$ cat src/rtl/frac_clkdiv_pkg.sv
package frac_clkdiv_pkg;

  // Shortest output period length in input cycles.
  function automatic int unsigned fcd_short_len(input int unsigned m, input int unsigned n);
    return m / n;
  endfunction

  // Bits needed to hold values 0..v.
  function automatic int unsigned fcd_bits_for(input int unsigned v);
    return (v < 2) ? 1 : $clog2(v + 1);
  endfunction

endpackage

$ cat src/rtl/frac_clkdiv_rst_sync.sv
module frac_clkdiv_rst_sync #(
  parameter int unsigned STAGES = 2
) (
  input  logic clk_i,
  input  logic rst_ni,
  output logic rst_no
);

  logic [STAGES-1:0] sync_q;
  logic [STAGES-1:0] sync_d;

  generate
    if (STAGES == 1) begin : g_one
      always_comb sync_d = 1'b1;
    end else begin : g_chain
      always_comb sync_d = {sync_q[STAGES-2:0], 1'b1};
    end
  endgenerate

  always_ff @(posedge clk_i or negedge rst_ni) begin
    if (!rst_ni) sync_q <= '0;
    else         sync_q <= sync_d;
  end

  assign rst_no = sync_q[STAGES-1];

endmodule

$ cat src/rtl/frac_clkdiv_accum.sv
module frac_clkdiv_accum
  import frac_clkdiv_pkg::*;
#(
  parameter int unsigned M  = 11,
  parameter int unsigned N  = 2,
  parameter int unsigned LW = 3
) (
  input  logic          clk_i,
  input  logic          rst_ni,
  output logic          wrap_o,
  output logic [LW-1:0] len_o
);

  localparam int unsigned Q  = fcd_short_len(M, N);
  localparam int unsigned QN = Q * N;
  localparam int unsigned SW = fcd_bits_for(2 * M);

  logic [SW-1:0] acc_q;
  logic [SW-1:0] acc_d;
  logic [SW-1:0] sum;
  logic [SW-1:0] rem;
  logic          wrap;
  logic [LW-1:0] len;

  // Add N each cycle; on reaching M subtract it and start a period.
  always_comb begin
    sum   = acc_q + SW'(N);
    wrap  = (sum >= SW'(M));
    rem   = sum - SW'(M);
    acc_d = wrap ? rem : sum;
    // Residue after a wrap decides whether the next period is short or long.
    len   = ((rem + SW'(QN)) >= SW'(M)) ? LW'(Q) : LW'(Q + 1);
  end

  // Reset value M-N makes the first active cycle a period start.
  always_ff @(posedge clk_i or negedge rst_ni) begin
    if (!rst_ni) acc_q <= SW'(M - N);
    else         acc_q <= acc_d;
  end

  assign wrap_o = wrap;
  assign len_o  = len;

  AST_WRAP_SPACING: assert property (@(posedge clk_i) disable iff (!rst_ni)
    wrap_o |=> !wrap_o);

endmodule

$ cat src/rtl/frac_clkdiv_shaper.sv
module frac_clkdiv_shaper #(
  parameter int unsigned LW = 3
) (
  input  logic          clk_i,
  input  logic          rst_ni,
  input  logic          wrap_i,
  input  logic [LW-1:0] len_i,
  output logic          rise_tgl_o,
  output logic          fall_arm_o,
  output logic          tick_o
);

  logic [LW-1:0] ph_q,  ph_d;
  logic [LW-1:0] len_q, len_d;
  logic          tr_q,  tr_d;
  logic          arm_q, arm_d;
  logic          tick_q, tick_d;
  logic [LW-1:0] half_m1;
  logic          mid_hit;

  always_comb begin
    half_m1 = (len_q >> 1) - LW'(1);
    mid_hit = !wrap_i && (ph_q == half_m1);
    ph_d    = wrap_i ? '0    : ph_q + LW'(1);
    len_d   = wrap_i ? len_i : len_q;
    // Even length: midpoint on the rising edge. Odd: arm the falling-edge flop.
    tr_d    = tr_q ^ (wrap_i | (mid_hit & ~len_q[0]));
    arm_d   = mid_hit & len_q[0];
    tick_d  = wrap_i;
  end

  always_ff @(posedge clk_i or negedge rst_ni) begin
    if (!rst_ni) begin
      ph_q   <= '0;
      len_q  <= LW'(1);
      tr_q   <= 1'b0;
      arm_q  <= 1'b0;
      tick_q <= 1'b0;
    end else begin
      ph_q   <= ph_d;
      len_q  <= len_d;
      tr_q   <= tr_d;
      arm_q  <= arm_d;
      tick_q <= tick_d;
    end
  end

  assign rise_tgl_o = tr_q;
  assign fall_arm_o = arm_q;
  assign tick_o     = tick_q;

  AST_LEN_MATCH: assert property (@(posedge clk_i) disable iff (!rst_ni)
    wrap_i |-> (LW'(ph_q + LW'(1)) == len_q));
  AST_ARM_ODD: assert property (@(posedge clk_i) disable iff (!rst_ni)
    arm_q |-> len_q[0]);

endmodule

$ cat src/rtl/frac_clkdiv_fall_tgl.sv
module frac_clkdiv_fall_tgl (
  input  logic clk_i,
  input  logic rst_ni,
  input  logic arm_i,
  output logic tgl_o
);

  logic tgl_q, tgl_d;

  always_comb tgl_d = arm_i ? ~tgl_q : tgl_q;

  always_ff @(negedge clk_i or negedge rst_ni) begin
    if (!rst_ni) tgl_q <= 1'b0;
    else         tgl_q <= tgl_d;
  end

  assign tgl_o = tgl_q;

endmodule

$ cat src/rtl/frac_clkdiv.sv
module frac_clkdiv
  import frac_clkdiv_pkg::*;
#(
  parameter int unsigned M = 11,
  parameter int unsigned N = 2
) (
  input  logic clk_i,
  input  logic rst_ni,
  output logic div_o,
  output logic tick_o
);

  localparam int unsigned Q  = fcd_short_len(M, N);
  localparam int unsigned LW = fcd_bits_for(Q + 1);

  generate
    if (N < 1 || M < 2 * N || M > 65535) begin : g_bad_ratio
      $error("frac_clkdiv: ratio needs N >= 1, M >= 2N, M < 65536");
    end
  endgenerate

  logic          rst_int_n;
  logic          wrap;
  logic [LW-1:0] len;
  logic          rise_tgl;
  logic          fall_arm;
  logic          fall_tgl;
  logic          tick;

  frac_clkdiv_rst_sync #(.STAGES(2)) u_rst (
    .clk_i  (clk_i),
    .rst_ni (rst_ni),
    .rst_no (rst_int_n)
  );

  frac_clkdiv_accum #(.M(M), .N(N), .LW(LW)) u_acc (
    .clk_i  (clk_i),
    .rst_ni (rst_int_n),
    .wrap_o (wrap),
    .len_o  (len)
  );

  frac_clkdiv_shaper #(.LW(LW)) u_shape (
    .clk_i      (clk_i),
    .rst_ni     (rst_int_n),
    .wrap_i     (wrap),
    .len_i      (len),
    .rise_tgl_o (rise_tgl),
    .fall_arm_o (fall_arm),
    .tick_o     (tick)
  );

  frac_clkdiv_fall_tgl u_fall (
    .clk_i  (clk_i),
    .rst_ni (rst_int_n),
    .arm_i  (fall_arm),
    .tgl_o  (fall_tgl)
  );

  assign div_o  = rise_tgl ^ fall_tgl;
  assign tick_o = tick;

  AST_TICK_SINGLE: assert property (@(posedge clk_i) disable iff (!rst_int_n)
    tick_o |=> !tick_o);
  AST_TICK_DIV_HIGH: assert property (@(posedge clk_i) disable iff (!rst_int_n)
    tick_o |-> div_o);

endmodule

$ cat config.mk
export PLATFORM = sky130hd
export DESIGN_NAME = frac_clkdiv
export DESIGN_NICKNAME = d
export VERILOG_FILES = /design/src/rtl/frac_clkdiv_pkg.sv /design/src/rtl/frac_clkdiv_rst_sync.sv /design/src/rtl/frac_clkdiv_accum.sv /design/src/rtl/frac_clkdiv_shaper.sv /design/src/rtl/frac_clkdiv_fall_tgl.sv /design/src/rtl/frac_clkdiv.sv
export SDC_FILE = /design/constraint.sdc
export NUM_CORES = 1
export LEC_CHECK = 0
export CORE_UTILIZATION = 35
export CTS_CLUSTER_SIZE = 16
export DETAILED_ROUTE_END_ITERATION = 16
export SKIP_LAST_GASP = 1
export SYNTH_ARGS = -nofsm -noshare
export SYNTH_HDL_FRONTEND = slang
export SYNTH_SLANG_ARGS = --single-unit
$ cat constraint.sdc
create_clock -name clk_i -period 0.8 [get_ports clk_i]
set_input_delay 0.24 -clock clk_i [delete_from_list [all_inputs] [get_ports clk_i]]
set_output_delay 0.24 -clock clk_i [all_outputs]
set_load 0.1 [all_outputs]
==> impl_metrics.env, run 1 <==
export IMPL_status="finished, violations left"
export IMPL_violations="negative setup slack"
export IMPL_dpl_hpwl_mm=1.45
export IMPL_synth_cells=87
export IMPL_crit_required_ns=1.02
export IMPL_fp_dieH_um=53.6
export IMPL_mostFrequentLayoutCell="buf_4"
export IMPL_grt_max_degree=11
export IMPL_cts_path_max_buffers=2
export IMPL_drt_iter0_markers=5
export IMPL_cts_made_buffers=3
export IMPL_grt_util_met2_pct=31.5
export IMPL_finalPower_w=0.00135
export IMPL_grt_overflow_total=0
export IMPL_row_count=18
export IMPL_antenna_found_initial=0
export IMPL_utilization_pct=61.7
export IMPL_worstSkewPairLatency_ns=0.29
export IMPL_ant_nets=0
export IMPL_skew_ns=0.00224
export IMPL_critical_path_arrival_ns=2.12
export IMPL_yosysSeqAreaShare_pct=46.0
export IMPL_min_path_type="in2async"
export IMPL_drc_errors=0
export IMPL_critical_path_top_delay_family="compound AO/OA/AOI/OAI gates"
export IMPL_r2r_start="u_acc.acc_q[1]"
export IMPL_p_int_w=0.00106
export IMPL_setup_ws_ns=-1.10
export IMPL_core_area_um2=2500
export IMPL_comb_power_share_pct=1.3
export IMPL_cts_tree="built"
export IMPL_mostFrequentLayoutCells="buf_4, dfrtp_1, buf_6"
export IMPL_wl_per_cell_um=11.9
export IMPL_grt_busiest_layer="met2"
export IMPL_cp_start_kind="flip-flop"
export IMPL_io_pins=4
export IMPL_yosys_warnings=0
export IMPL_fill_cells=201
export IMPL_start_util_pct=37.3
export IMPL_fin_crit_sh_pct=237
export IMPL_power_switching_w=0.000288
export IMPL_cp_slowest_cell="dfrtp_2"
export IMPL_rsz0062_at_grt="true"
export IMPL_hold_viol_final=0
export IMPL_clock_sinks=17
export IMPL_setup_viol=17
export IMPL_peakVddDrop_mv=0.802
export IMPL_die_width_um=53.6
export IMPL_synthesis_area_um2=933
export IMPL_finish_instance_area_um2=1540
export IMPL_startpoint="u_acc.acc_q[1]"
export IMPL_p_leak_nw=0.734
export IMPL_ys_top_cells_by_area="dfrtp_1, ha_1, dfstp_2, xnor2_1, xor2_1"
export IMPL_yosys_area_top_type_share_pct=34.9
export IMPL_maxCapViolations=0
export IMPL_criticalPathCategory="reg2reg"
export IMPL_synth_ff_type="dfrtp_1"
export IMPL_io_buffers=3
export IMPL_grt_pass1_vias=792
export IMPL_syn_nets=97
export IMPL_clkPwrFrac_pct=33.8
export IMPL_cts_root_buffer="clkbuf_4"
export IMPL_met1_usage_pct=17.2
export IMPL_synth_edf_count=0
export IMPL_die_area_um2=2880
export IMPL_max_freq_mhz=527
export IMPL_viasPerCell=4.68
export IMPL_p_per_area_nw_per_um2=873
export IMPL_min_period_ns=1.90
export IMPL_cts_clk_slew_worst_paths_ns=0.10
export IMPL_final_layout_size_suffix_gt1_share_pct=55.1
export IMPL_setup_worst_path_end_class="flip-flop"
export IMPL_antenna_cells=0
export IMPL_place_congestion=0.815
export IMPL_maxSlewViolCount=0
export IMPL_switching_share_pct=21.4
export IMPL_dr_pass1_iters=4
export IMPL_synth_cell_types=27
export IMPL_placed_area_um2=1330
export IMPL_grt_util_all_layers_pct=16.4
export IMPL_grt_first_pass_wirelength_mm=3.26
export IMPL_async_reset_ff_share_pct=100
export IMPL_finalWirelength_mm=1.87
export IMPL_max_stage_delay_ns=0.42
export IMPL_htreeDepth=1
export IMPL_grt_util_met3_pct=5.93
export IMPL_area_growth_pct=65.1
export IMPL_worstPathCellList="inv_2 > ha_4 > xnor2_4 > inv_1 > ha_2 > a211oi_2 > or3b_1 > mux2i_1 > a211o_1"
export IMPL_crit_fanout=3
export IMPL_synth_area_per_cell_um2=10.7
export IMPL_pwr_share_seq_pct=64.9
export IMPL_yosysTopAreaCell="dfrtp_1"
export IMPL_critPathBufInv=2
export IMPL_ys_ff_latch=17
export IMPL_vias=735
export IMPL_nets=138
-- state kept, by name, summed over array words and instances, names as in the netlist --
name and cells:
u_shape.tick_o 1, u_shape.len_q 3, u_acc.acc_q 5, u_shape.rise_tgl_o 1
u_shape.ph_q 3, u_shape.fall_arm_o 1, u_fall.tgl_o 1, u_rst.sync_q 2
-- layer usage --
metal,routed length (um),vias to the layer above
met5,0,-
met4,0,0
li1,-,365
met3,59,0
met2,1070,10
met1,743,360
-- final cells by class --
class	count	area (um2)	area share, %
clock buffer	3	22.5	1.46
tap	30	37.5	2.44
sequential	17	435	28.2
inverter	9	36.3	2.35
multi-input combinational	61	668	43.3
timing repair buffer	36	337	21.8
clock inverter	1	5.00	0.325
-- path summary, 6_finish.rpt --
path	end	slack, ns	depth (start not counted)
worst max-delay path	u_shape.len_q[0]	-1.10	9
worst min-delay path	u_rst.sync_q[1]	0.1	1
worst max register to register	u_shape.len_q[0]	-1.10	9
worst min register to register	u_acc.acc_q[4]	0.11	0
max in group asynchronous	u_fall.tgl_o	0.21	0
min in group clk_i	u_rst.sync_q[1]	0.36	0
-- timing repair --
action | in CTS | in global routing
pin swaps | 9 | 5
buffers inserted | 3 | 3
hold buffers | 0 | 0
cloned | 0 | 0
resized for setup | 17 | 12
setup endpoints to repair | 17 | 17
-- synthesized netlist by cell type, types with 2 or more instances --
cell type and instances:
dfrtp_1 13, ha_1 8, inv_1 8, xnor2_1 7
nor2_1 6, xor2_1 6, nand2_1 5, o21ai_0 4
a21oi_1 3, dfstp_2 3, a211oi_1 2, a21boi_0 2
a21o_1 2, and2_1 2, mux2i_1 2, nor3_1 2
xnor2_2 2
-- kinds of logic (layout without fill, tap and decap cells) --
logic type,count (synthesis),after routing,synth area share [%]
XOR/XNOR,15,15,15.7
flip-flops,17,17,46.0
adder cells (fa/ha/maj),8,8,10.7
AND/OR/NAND/NOR,19,19,10.2
multiplexers,2,2,2.14
AO/OA/AOI/OAI,16,16,11.3
buffers and inverters,9,49,3.62
other,1,1,0.402
-- worst register-to-register path, cell delays in order (launching register included) --
cell	delay [ns]
dfrtp_2	0.42
inv_2	0.08
ha_4	0.22
xnor2_4	0.21
inv_1	0.07
ha_2	0.17
a211oi_2	0.20
or3b_1	0.16
mux2i_1	0.07
a211o_1	0.23
-- power groups by stage --
| stage | clock network (W) | registers, W | logic, W |
|---|---|---|---|
| detailed placement | 0 | 0.000890 | 0.0000185 |
| global placement | 0 | 0.000889 | 0.0000188 |
| floorplan | 0 | 0.000893 | 0.000000407 |
| global route | 0.000528 | 0.000875 | 0.0000212 |
| finish | 0.000455 | 0.000873 | 0.0000176 |
| CTS | 0.000491 | 0.000874 | 0.0000185 |
-- metrics by stage --
stage	worst slack [ns]	hold WS [ns]	TNS, ns	instances
after CTS	-1.10	0.0838	-13.70	155
final	-1.10	0.0954	-13.19	157
after floorplan	-1.08	-0.0556	-11.40	87
after global placement	-1.06	0.0920	-13.02	148
after detailed placement	-1.12	0.103	-13.31	148
after global routing	-1.18	0.0870	-14.14	157
(Power assumes the default switching activity.)
==> inputs of run 2 (changes only) <==
REMOVE_ABC_BUFFERS = 1   (was not set)
SETUP_SLACK_MARGIN = 0.2   (was not set)
SKIP_CTS_REPAIR_TIMING = 1   (was not set)
==> run 2 against run 1 <==
Compared with the run above: the run still ends with negative setup slack left; sequential power is 0.6% lower; first-iteration DRC count is 40% higher; worst hold slack better by 0.0050 ns; final cell count is 1.9% higher; clock power hardly changed; via count is 3.7% higher; combinational power is 53% higher; clock-buffer cell count is 1 higher; routed wire length is 11% higher; largest cell class unchanged.
==> impl_metrics.env, run 2 (same netlist as run 1, synthesis figures left out) <==
export IMPL_fill_cells=213
export IMPL_p_per_area_nw_per_um2=887
export IMPL_largest_reg_flops=5
export IMPL_setup_worst_path_end_class="flip-flop"
export IMPL_r2r_end="u_shape.len_q[1]"
export IMPL_viasPerCell=4.76
export IMPL_io_buffers=3
export IMPL_wl_met3_um=56
export IMPL_finalWirelength_mm=2.07
export IMPL_drt_met1_wl_um=911
export IMPL_wl_per_cell_um=12.9
export IMPL_dpl_hpwl_mm=1.44
export IMPL_drt_iter0_markers=7
export IMPL_max_freq_mhz=507
export IMPL_grt_overflow_total=0
export IMPL_nets=141
export IMPL_cts_tree="built"
export IMPL_grt_first_pass_wirelength_mm=2.93
export IMPL_min_period_ns=1.97
export IMPL_die_area_um2=2880
export IMPL_top_regs="u_acc.acc_q (5), u_shape.len_q (3), u_shape.ph_q (3)"
export IMPL_place_congestion=0.780
export IMPL_vias=762
export IMPL_setup_viol=17
export IMPL_row_count=18
export IMPL_setup_ws_ns=-1.17
export IMPL_mostFrequentLayoutCell="buf_4"
export IMPL_startpoint="u_acc.acc_q[1]"
export IMPL_antenna_cells=0
export IMPL_fp_dieH_um=53.6
export IMPL_fin_crit_sh_pct=246
export IMPL_cts_clk_slew_worst_paths_ns=0.10
export IMPL_die_width_um=53.6
export IMPL_maxCapViolations=0
export IMPL_io_pins=4
export IMPL_crit_required_ns=0.97
export IMPL_area_growth_pct=63.4
export IMPL_grt_pass1_vias=699
export IMPL_hold_slack_ns=0.100
export IMPL_antenna_found_initial=0
export IMPL_htreeDepth=1
export IMPL_grt_util_all_layers_pct=14.7
export IMPL_drc_errors=0
export IMPL_reg2reg_depth=9
export IMPL_core_area_um2=2500
export IMPL_critical_path_arrival_ns=2.14
export IMPL_clock_sinks=17
export IMPL_fin_cells=160
export IMPL_regMostFlops="u_acc.acc_q"
export IMPL_start_util_pct=37.3
export IMPL_rsz0062_at_grt="true"
export IMPL_p_leak_nw=0.743
export IMPL_status="finished, violations left"
export IMPL_dp_cells=151
export IMPL_r2r_start="u_acc.acc_q[1]"
export IMPL_min_path_type="in2async"
export IMPL_peakVddDrop_mv=1.07
export IMPL_cts_path_max_buffers=2
export IMPL_ant_nets=0
export IMPL_violations="negative setup slack"
export IMPL_criticalPathCategory="reg2reg"
export IMPL_highest_layer="met4"
export IMPL_r2r_slack_ns=-1.17
export IMPL_mostFrequentLayoutCells="buf_4, dfrtp_1, buf_6"
export IMPL_finalPower_w=0.00135
export IMPL_cp_start_kind="flip-flop"
export IMPL_maxSlewViolCount=0
export IMPL_grt_max_degree=10
export IMPL_final_layout_size_suffix_gt1_share_pct=53.8
export IMPL_hold_viol_final=0
export IMPL_cts_root_buffer="clkbuf_4"
export IMPL_cts_made_buffers=3
export IMPL_worstSkewPairLatency_ns=0.29
export IMPL_dr_pass1_iters=4
export IMPL_skew_ns=0.00193
export IMPL_crit_fanout=3
export IMPL_wl_met2_mm=1.09
[run 2: cell types whose count changed in the layout (fill, tap and decap cells not counted), sizes merged]
cell / previous run / this run
clkinv: 1 / 0
buf: 35 / 38
clkbuf: 3 / 4
[run 2: metal layers]
| metal | GRT usage (%) | up-vias |
|---|---|---|
| li1 | - | 370 |
| met1 | 17.2 | 380 |
| met2 | 25.2 | 10 |
| met3 | 5.93 | 2 |
| met4 | 3.07 | 0 |
| met5 | 0 | - |
[run 2: final cells by class]
cell class                 count  area (um2)  area share [%]
clock buffer                   4        26.3            1.72
sequential                    17         429            28.1
timing repair buffer          39         343            22.5
tap                           30        37.5            2.46
inverter                       9        36.3            2.38
multi-input combinational     61         653            42.8
[run 2: critical path: stages, from the launching register on]
cell      delay, ns
dfrtp_1        0.38
inv_2          0.06
buf_6          0.12
ha_4           0.17
xnor2_4        0.15
ha_4           0.27
a211oi_2       0.04
or3b_1         0.40
mux2i_1        0.20
a211oi_2       0.06
[run 2: worst max-delay path by stage]
stage | to | slack (ns) | cells after the start
2_1_floorplan | div_o | -1.70 | 1
3_3_place_gp | u_shape.len_q[0] | -1.23 | 9
4_1_cts | u_shape.len_q[1] | -1.34 | 8
5_1_grt | u_shape.len_q[1] | -1.27 | 9
6_report | u_shape.len_q[1] | -1.17 | 9
3_5_place_dp | u_shape.len_q[1] | -1.33 | 8
[run 2: where the power goes]
part / leakage (nW) / internal, W / total, W / switching [W]
Clock: 0.0150 / 0.000194 / 0.000458 / 0.000264
Combinational: 0.521 / 0.0000107 / 0.0000269 / 0.0000162
Sequential: 0.208 / 0.000865 / 0.000868 / 0.00000327
Total: 0.743 / 0.00107 / 0.00135 / 0.000284
[run 2: stage by stage]
step           worst slack (ns)  setup TNS (ns)  instance area, um2  util, %
2_1_floorplan             -1.70          -13.42                 933        -
3_3_place_gp              -1.23          -13.56                1250     50.2
3_5_place_dp              -1.33          -14.21                1250     50.2
4_1_cts                   -1.34          -15.33                1280     51.2
5_1_grt                   -1.27          -15.88                1530     61.0
6_report                  -1.17          -14.95                1530     61.0
==> inputs of run 3 (changes only) <==
ABC_AREA = 1   (was not set)
TNS_END_PERCENT = 10   (was not set)
==> run 3 against run 2 <==
Compared with the run above: critical path type is now reg2out; critical endpoint is now div_o; the flow finishes with violations (design-rule violations, negative setup slack); register-to-register slack better by 0.26 ns; clock skew is 0.0083 ns higher; highest routed layer unchanged; combinational power hardly changed.
==> impl_metrics.env, run 3 <==
export IMPL_htreeDepth=1
export IMPL_ys_ff_latch=17
export IMPL_critPathBufInv=1
export IMPL_p_leak_nw=0.730
export IMPL_multi_input_area_um2=607
export IMPL_fin_cells=176
export IMPL_utilization_pct=48.3
export IMPL_antenna_found_initial=0
export IMPL_maxSlewViolCount=0
export IMPL_critical_path_top_delay_family="flip-flops"
export IMPL_largest_reg_flops=5
export IMPL_hold_slack_ns=0.0884
export IMPL_synth_edf_count=0
export IMPL_row_count=19
export IMPL_top_regs="u_acc.acc_q (5), u_shape.len_q (3), u_shape.ph_q (3)"
export IMPL_dr_pass1_iters=10
export IMPL_p_int_w=0.00106
export IMPL_switching_share_pct=22.2
export IMPL_synth_cell_types=21
export IMPL_cp_start_kind="flip-flop"
export IMPL_die_area_um2=3220
export IMPL_area_growth_pct=29.0
export IMPL_cts_made_buffers=3
export IMPL_synthesis_area_um2=1050
export IMPL_start_util_pct=37.4
export IMPL_drc_errors=2
export IMPL_mostFrequentLayoutCells="nand2_1, buf_4, dfrtp_1"
export IMPL_io_buffers=3
export IMPL_skew_ns=0.0103
export IMPL_crit_fanout=2
export IMPL_dp_cells=172
export IMPL_rsz0062_at_grt="true"
export IMPL_hold_viol_final=0
export IMPL_cp_slowest_cell="dfrtn_1"
export IMPL_die_width_um=56.8
export IMPL_vias=795
export IMPL_cts_tree="built"
export IMPL_p_per_area_nw_per_um2=1010
export IMPL_cts_clk_slew_worst_paths_ns=0.11
export IMPL_dpl_hpwl_mm=1.44
export IMPL_antenna_cells=0
export IMPL_pre_cts_ws_ns=-0.977
export IMPL_place_congestion=0.768
export IMPL_fp_dieH_um=56.8
export IMPL_pwr_share_seq_pct=63.6
export IMPL_regArea_um2=429
export IMPL_grt_pass1_vias=811
export IMPL_status="finished, violations left"
export IMPL_mostFrequentLayoutCell="nand2_1"
export IMPL_crit_required_ns=0.56
export IMPL_max_stage_delay_ns=0.46
export IMPL_comb_power_share_pct=2.0
export IMPL_drt_iter0_markers=13
export IMPL_synth_cells=121
export IMPL_synth_area_per_cell_um2=8.68
export IMPL_synth_ff_type="dfrtp_1"
export IMPL_cts_path_max_buffers=2
export IMPL_maxCapViolations=0
export IMPL_wl_per_cell_um=10.7
export IMPL_core_area_um2=2810
export IMPL_ant_nets=0
export IMPL_grt_max_degree=11
export IMPL_yosysMostFrequentCell="nand2_1"
export IMPL_violations="design-rule violations, negative setup slack"
export IMPL_peakVddDrop_mv=0.866
export IMPL_setup_tns_ns=-12.43
export IMPL_yosys_warnings=0
export IMPL_nets=156
export IMPL_worstPathCellList="xor2_2 > buf_12"
export IMPL_ys_top_cells_by_area="dfrtp_1, nand2_1, ha_1, dfstp_2, inv_1"
export IMPL_setup_viol=17
export IMPL_setup_ws_ns=-0.976
export IMPL_worstSkewPairLatency_ns=0.29
export IMPL_yosys_top_cells_count="nand2_1, inv_1, dfrtp_1, ha_1, nor2_1"
export IMPL_cts_root_buffer="clkbuf_4"
export IMPL_final_layout_size_suffix_gt1_share_pct=40.7
export IMPL_regMostFlops="u_acc.acc_q"
export IMPL_grt_first_pass_wirelength_mm=3.31
export IMPL_yosysSeqAreaShare_pct=40.9
export IMPL_setup_worst_path_end_class="output port"
export IMPL_finalWirelength_mm=1.89
export IMPL_clkPwrFrac_pct=34.4
export IMPL_power_switching_w=0.000303
export IMPL_grt_overflow_total=0
export IMPL_grt_util_all_layers_pct=13.2
export IMPL_viasPerCell=4.52
export IMPL_clock_sinks=17
export IMPL_io_pins=4
export IMPL_min_path_type="in2async"
export IMPL_yosysTopAreaCell="dfrtp_1"
export IMPL_critical_path_arrival_ns=1.54
export IMPL_criticalPathCategory="reg2out"
export IMPL_fill_cells=278
export IMPL_async_reset_ff_share_pct=100
export IMPL_yosys_area_top_type_share_pct=31.0
-- run 3: changes by cell type after synthesis, sizes merged, moves of 3 or more --
cell   previous run  this run
xnor2             9         2
inv               9        19
nand3             1         8
nand2             5        43
a21oi             3         0
nor2              6        11
-- run 3: cell families after synthesis --
family / Yosys count / synth area share [%]
flops: 17 / 40.9
other cells: 1 / 0.357
simple gates: 64 / 33.5
buf+inv: 19 / 6.79
xor+xnor: 8 / 6.67
fa+ha+maj: 8 / 9.54
compound gates: 4 / 2.26
-- run 3: layer usage --
metal	track usage, %	wire length [um]	share of wire (%)	vias to the layer above
met2	23.3	935	50	10
met4	6.27	34	1.8	0
li1	-	-	-	412
met3	1.38	36	1.9	4
met1	16.1	879	47	369
met5	0	0	0	-
-- run 3: layout make-up --
cell class / instances / share of cell area (%)
clock buffer: 3 / 1.66
clock inverter: 1 / 0.370
inverter: 19 / 5.45
multi-input combinational: 85 / 44.8
sequential: 17 / 31.7
tap: 31 / 2.87
timing repair buffer: 20 / 13.1
-- run 3: path summary, 6_finish.rpt --
path,start,to,slack (ns),cells after the start
setup / recovery,u_fall.tgl_o,div_o,-0.98,2
hold / removal,rst_ni,u_rst.sync_q[1],0.09,1
setup reg to reg,u_acc.acc_q[1],u_shape.len_q[0],-0.91,13
hold reg to reg,u_rst.sync_q[1],u_shape.tick_o,0.25,1
max in group asynchronous,u_rst.sync_q[1],u_fall.tgl_o,0.28,0
min in group clk_i,u_rst.sync_q[0],u_rst.sync_q[1],0.35,0
-- run 3: power by group through the flow --
stage                     registers, W     logic, W  clock network (W)
after floorplan               0.000892  0.000000407                  0
after global placement        0.000884    0.0000272                  0
after detailed placement      0.000885    0.0000290                  0
after CTS                     0.000869    0.0000289           0.000499
after global routing          0.000870    0.0000312           0.000534
final                         0.000868    0.0000269           0.000470
-- run 3: per-stage QoR --
stage                     cell area, um2  power (W)
final                               1350    0.00136
after global routing                1350    0.00143
after global placement              1270   0.000912
after floorplan                     1050   0.000893
after detailed placement            1270   0.000914
after CTS                           1290    0.00140
